==> src/rtl/cic_poly_dec.sv <==
module cic_poly_dec #(
  parameter int IN_W   = 4,
  parameter int STAGES = 6
) (
  input  logic                             clk,
  input  logic                             rst,
  input  logic                             in_valid,
  input  logic signed [IN_W-1:0]           in_data,
  output logic                             out_valid,
  output logic signed [IN_W+4*STAGES-1:0]  out_data
);
  localparam int OUT_W = IN_W + 4 * STAGES;
  localparam int SKIP  = (STAGES >= 2) ? 3 : 2;
  localparam int SKW   = $clog2(SKIP + 1);

  for (genvar s = 0; s < STAGES; s++) begin : g_st
    localparam int WI = IN_W + 4 * s;
    localparam int WO = WI + 4;

    logic signed [WI-1:0] xin, h1, h2, h3, h4;
    logic signed [WO-1:0] even_sum, odd_sum, y;
    logic vin, ph, vo;

    if (s == 0) begin : g_in
      assign xin = in_data;
      assign vin = in_valid;
    end else begin : g_in
      assign xin = g_st[s-1].y;
      assign vin = g_st[s-1].vo;
    end

    assign even_sum = WO'(xin) + (WO'(h2) <<< 2) + (WO'(h2) <<< 1) + WO'(h4);
    assign odd_sum  = (WO'(h1) <<< 2) + (WO'(h3) <<< 2);

    always_ff @(posedge clk) begin
      if (rst) begin
        h1 <= '0;
        h2 <= '0;
        h3 <= '0;
        h4 <= '0;
        ph <= 1'b0;
        vo <= 1'b0;
        y  <= '0;
      end else begin
        vo <= 1'b0;
        if (vin) begin
          h1 <= xin;
          h2 <= h1;
          h3 <= h2;
          h4 <= h3;
          ph <= ~ph;
          if (ph) begin
            y  <= even_sum + odd_sum;
            vo <= 1'b1;
          end
        end
      end
    end
  end

  logic [SKW-1:0] prime_cnt;

  always_ff @(posedge clk) begin
    if (rst) begin
      prime_cnt <= '0;
      out_valid <= 1'b0;
      out_data  <= '0;
    end else begin
      out_valid <= 1'b0;
      if (g_st[STAGES-1].vo) begin
        if (prime_cnt == SKW'(SKIP)) begin
          out_valid <= 1'b1;
          out_data  <= g_st[STAGES-1].y;
        end else begin
          prime_cnt <= prime_cnt + 1'b1;
        end
      end
    end
  end
endmodule

==> config.mk <==
export PLATFORM = sky130hd
export DESIGN_NAME = cic_poly_dec
export DESIGN_NICKNAME = d
export VERILOG_FILES = /design/src/rtl/cic_poly_dec.sv
export SDC_FILE = /design/constraint.sdc
export NUM_CORES = 2
export LEC_CHECK = 0
export ABC_AREA = 0
export BUFFER_PORTS_ARGS = -buffer_cell sky130_fd_sc_hd__buf_4
export CAP_MARGIN = 0
export CELL_PAD_IN_SITES_DETAIL_PLACEMENT = 0
export CELL_PAD_IN_SITES_GLOBAL_PLACEMENT = 2
export CORE_MARGIN = 5
export CORE_UTILIZATION = 46
export DETAILED_ROUTE_END_ITERATION = 16
export PLACE_DENSITY_LB_ADDON = 0.1
export SLEW_MARGIN = 20
export SYNTH_ARGS = -nofsm -noshare
export SYNTH_HDL_FRONTEND = slang
export SYNTH_SLANG_ARGS = --single-unit
==> constraint.sdc <==
create_clock -name clk -period 7 [get_ports clk]
set_input_delay 1.4 -clock clk [delete_from_list [all_inputs] [get_ports clk]]
set_output_delay 1.4 -clock clk [all_outputs]
set_load 0.1 [all_outputs]
==> flow_summary_export.csv <==
group,metric,value,unit
power,clock_power_share,51.4,%
power,switching_share,21.64,%
worst_setup_path,cp_cell_sequence,"inv_1 -> fa_1 -> inv_1 -> fa_1 -> inv_1 -> fa_1 -> inv_1 -> ha_1 -> fa_1 -> a21oi_1 -> o21bai_1 -> a2111oi_0 -> nor3_1 -> a41oi_1 -> xor2_1 -> o21ai_1",
floorplan,fp.dieH,265.0,µm
clocking,cts_setup_buffers,0,
clocking,clk_pin_slew_worst_paths,0.06,ns
yosys,ys_ff_latch,487,
power,ir_worst_vdd,0.1962,mV
worst_setup_path,max_stage_delay,0.66,ns
yosys,yosysWarnings,0,
yosys,syn_inst,3055,
finish,diodes,0,
flow_run,drv_cap,0,
finish,drive_gt1_share,5.270,%
worst_setup_path,criticalPathCategory,"reg2reg",
yosys,syn_nets,3525,
route,wirelength,55850,µm
yosys,synth_top_area_share,32.61,%
floorplan,die_w,265.0,µm
yosys,ys.flop_type,"dfxtp_1",
sta,finalSetupViolations,0,
worst_setup_path,critPathBufInv,4,
sta,slew_headroom,30.60,%
yosys,synth.most_common_cell,"inv_1",
worst_setup_path,cp-start-kind,"flop",
clocking,cts_root_buffer,"clkbuf_16",
sta,period_share,65.46,%
sta,rsz0062_at_grt,"no",
power,seq_power_share,46.1,%
placed_design,gp_congestion,0.7659,
yosys,synth_edf_count,0,
yosys,ys_seq_area_share,32.61,%
yosys,synth_area_leader_cell,"dfxtp_1",
sta,hold_viol,0,
sta,skew,0.02449,ns
sta,timing.fmax,218.2,MHz
yosys,synthArstFlopShare,0,%
floorplan,initial_core_util,46.38,%
power,p_switching,1.309,mW
global_routing,grt_pass1_vias,20170,
route,wire_per_inst,14.15,µm
route,ant_nets,0,
clocking,cts_tree,"yes",
sta,finalCriticalPeriod,4.582,ns
yosys,netlist_top_cells_area,"dfxtp_1, fa_1, mux2i_1",
clocking,htreeDepth,2,
yosys,syn_area,29900,µm²
finish,multi_input_area,17410,µm²
placed_design,dp_hpwl,42120,µm
floorplan,design.die.area,70200,µm²
worst_setup_path,crit_slowest_cell,"a2111oi_0",
clocking,cts_buffer_depth,3,
worst_setup_path,crit_path_max_fanout,3,
route,drtPass1Iterations,5,
global_routing,grt_use_total,16.36,%
power,internal_power,4.737,mW
global_routing,grt_overflow_total,0,
sta,tns,0,ns
global_routing,grt_pass1_wl,98220,µm
global_routing,antenna_found_initial,0,
yosys,ys_top_cells_by_count,"inv_1, dfxtp_1, nor2_1, fa_1, mux2i_1",
global_routing,grt_max_degree,154,
floorplan,core,64460,µm²
yosys,syn-mean-instance-area,9.788,µm²
route,viasPerCell,4.832,
clocking,numCtsBuffers,56,
worst_setup_path,required,7.45,ns
power,powerDensity,183.6,nW/µm²
route,drc_errors,0,
route,drtIter0Drc,665,
finish,fillerInstances,5981,
sta,worst_slew_pin_slew,1.041,ns
sta,fin_ws,2.418,ns
power,combPwrFrac,2.5,%
sta,slew_violations,0,
clocking,cts_hold_buf,0,
worst_setup_path,worstSetupEndpointType,"flop",
finish,final-seq-area,9763,µm²
outcome,status,"completed",
worst_setup_path,path_delay_family,"adder cells",
yosys,synth_cell_type_count,65,
floorplan,num_rows,93,
finish,nets,3516,
power,power_leakage,14.12,nW
placed_design,post-place-ws,2.450,ns
clocking,worstSkewPairLatency,0.61,ns
floorplan,boundaryPins,36,
clocking,cts_resized,0,
finish,area_growth,10.12,%
placed_design,port_buffers,35,
hold_path,hold_path.class,"reg2reg",
worst_setup_path,cp_data_arrival_time,5.03,ns
route,vias,19080,
clocking,cts.sinks,487,
## tightest hold or removal path: stages (launching register included)
cell	delay [ns]
dfxtp_1	0.31
nand2_1	0.05
a21oi_1	0.05
## area by class of cell
class                   instances  area share [%]
clock inverters                29           1.132
clock buffers                  76           4.887
well taps                     855           3.249
repair buffers                 46           1.110
inverters                     624           7.113
flip-flops and latches        487           29.65
multi-input cells            1831           52.86
## power by group through the flow
stage | Sequential [mW] | Combinational, mW | Clock, mW
2_1_floorplan | 2.85 | 0.121 | 0
3_3_place_gp | 2.85 | 0.152 | 0
3_5_place_dp | 2.85 | 0.153 | 0
4_1_cts | 2.79 | 0.155 | 3.22
5_1_grt | 2.79 | 0.174 | 3.33
6_report | 2.79 | 0.150 | 3.11
## cells in the final DEF (no fill, tap or decap), drive strengths merged, types with 4 or more instances in the layout
cell type / netlist / final
xor2: 27 / 27
o31ai: 8 / 8
nor2: 377 / 377
a21boi: 4 / 4
a31oi: 4 / 4
o21a: 11 / 11
o211ai: 8 / 8
nor3: 12 / 12
nand4: 10 / 10
a2111oi: 4 / 4
nand4b: 4 / 4
nand2b: 5 / 5
a21oi: 106 / 106
a22o: 48 / 48
clkinv: 1 / 16
ha: 115 / 115
nand3: 7 / 7
nor3b: 4 / 4
clkbuf: 89 / 76
dfxtp: 487 / 487
o21ai: 47 / 47
o41ai: 4 / 4
bufinv: 0 / 8
a21o: 40 / 40
inv: 623 / 627
nand2: 151 / 151
and3: 5 / 5
o21bai: 11 / 11
nor2b: 7 / 7
mux2i: 339 / 339
and2: 6 / 6
a211oi: 12 / 12
fa: 348 / 348
buf: 24 / 46
xnor2: 72 / 72
## worst paths after layout
check             slack (ns)                       start  cells after the start                         end
setup / recovery        2.42  g_st[2].h2[1]$_SDFFE_PP0P_                     16  g_st[2].y[13]$_SDFFE_PP0P_
setup reg to reg        2.42  g_st[2].h2[1]$_SDFFE_PP0P_                     16  g_st[2].y[13]$_SDFFE_PP0P_
hold reg to reg         0.45   out_data[12]$_SDFFE_PP0P_                      2   out_data[12]$_SDFFE_PP0P_
hold / removal          0.45   out_data[12]$_SDFFE_PP0P_                      2   out_data[12]$_SDFFE_PP0P_
## kinds of logic after synthesis
kind of cell	count (synthesis)	share of synthesized area (%)
mux	339	11.35
flops	487	32.61
buf+inv	737	9.277
simple gates	601	8.227
xor+xnor	99	2.900
fa+ha+maj	463	28.11
compound gates	329	7.532
## routing by layer
layer	vias up	wire [µm]	share of wire, %	GRT usage (%)
met5	-	0	0	0
met3	76	1307	2.3	2.265
li1	9561	-	-	-
met1	9324	25780	46	21.61
met2	115	27650	50	28.71
met4	0	1112	2.0	3.832
## metrics by stage
step / power (mW) / util (%) / area (µm²) / cells / hold slack [ns]
6_report: 6.046 / 51.08 / 32930 / 3948 / 0.4534
5_1_grt: 6.294 / 51.08 / 32930 / 3948 / 0.4734
4_1_cts: 6.160 / 51.07 / 32920 / 3948 / 0.4560
3_5_place_dp: 3.002 / 47.99 / 30940 / 3843 / 0.4475
3_3_place_gp: 3.001 / 47.98 / 30930 / 3843 / 0.4445
2_1_floorplan: 2.968 / - / 29900 / 3055 / 0.4197
## flip-flops by register name, summed over array words and instances (netlist names)
signal,count
g_st.h4,84
out_valid,1
g_st.h3,84
out_data,28
g_st.vo,6
g_st.h1,84
g_st.y,108
g_st.h2,84
g_st.ph,6
prime_cnt,2
Note: power is estimated with default switching activity, not from simulation.
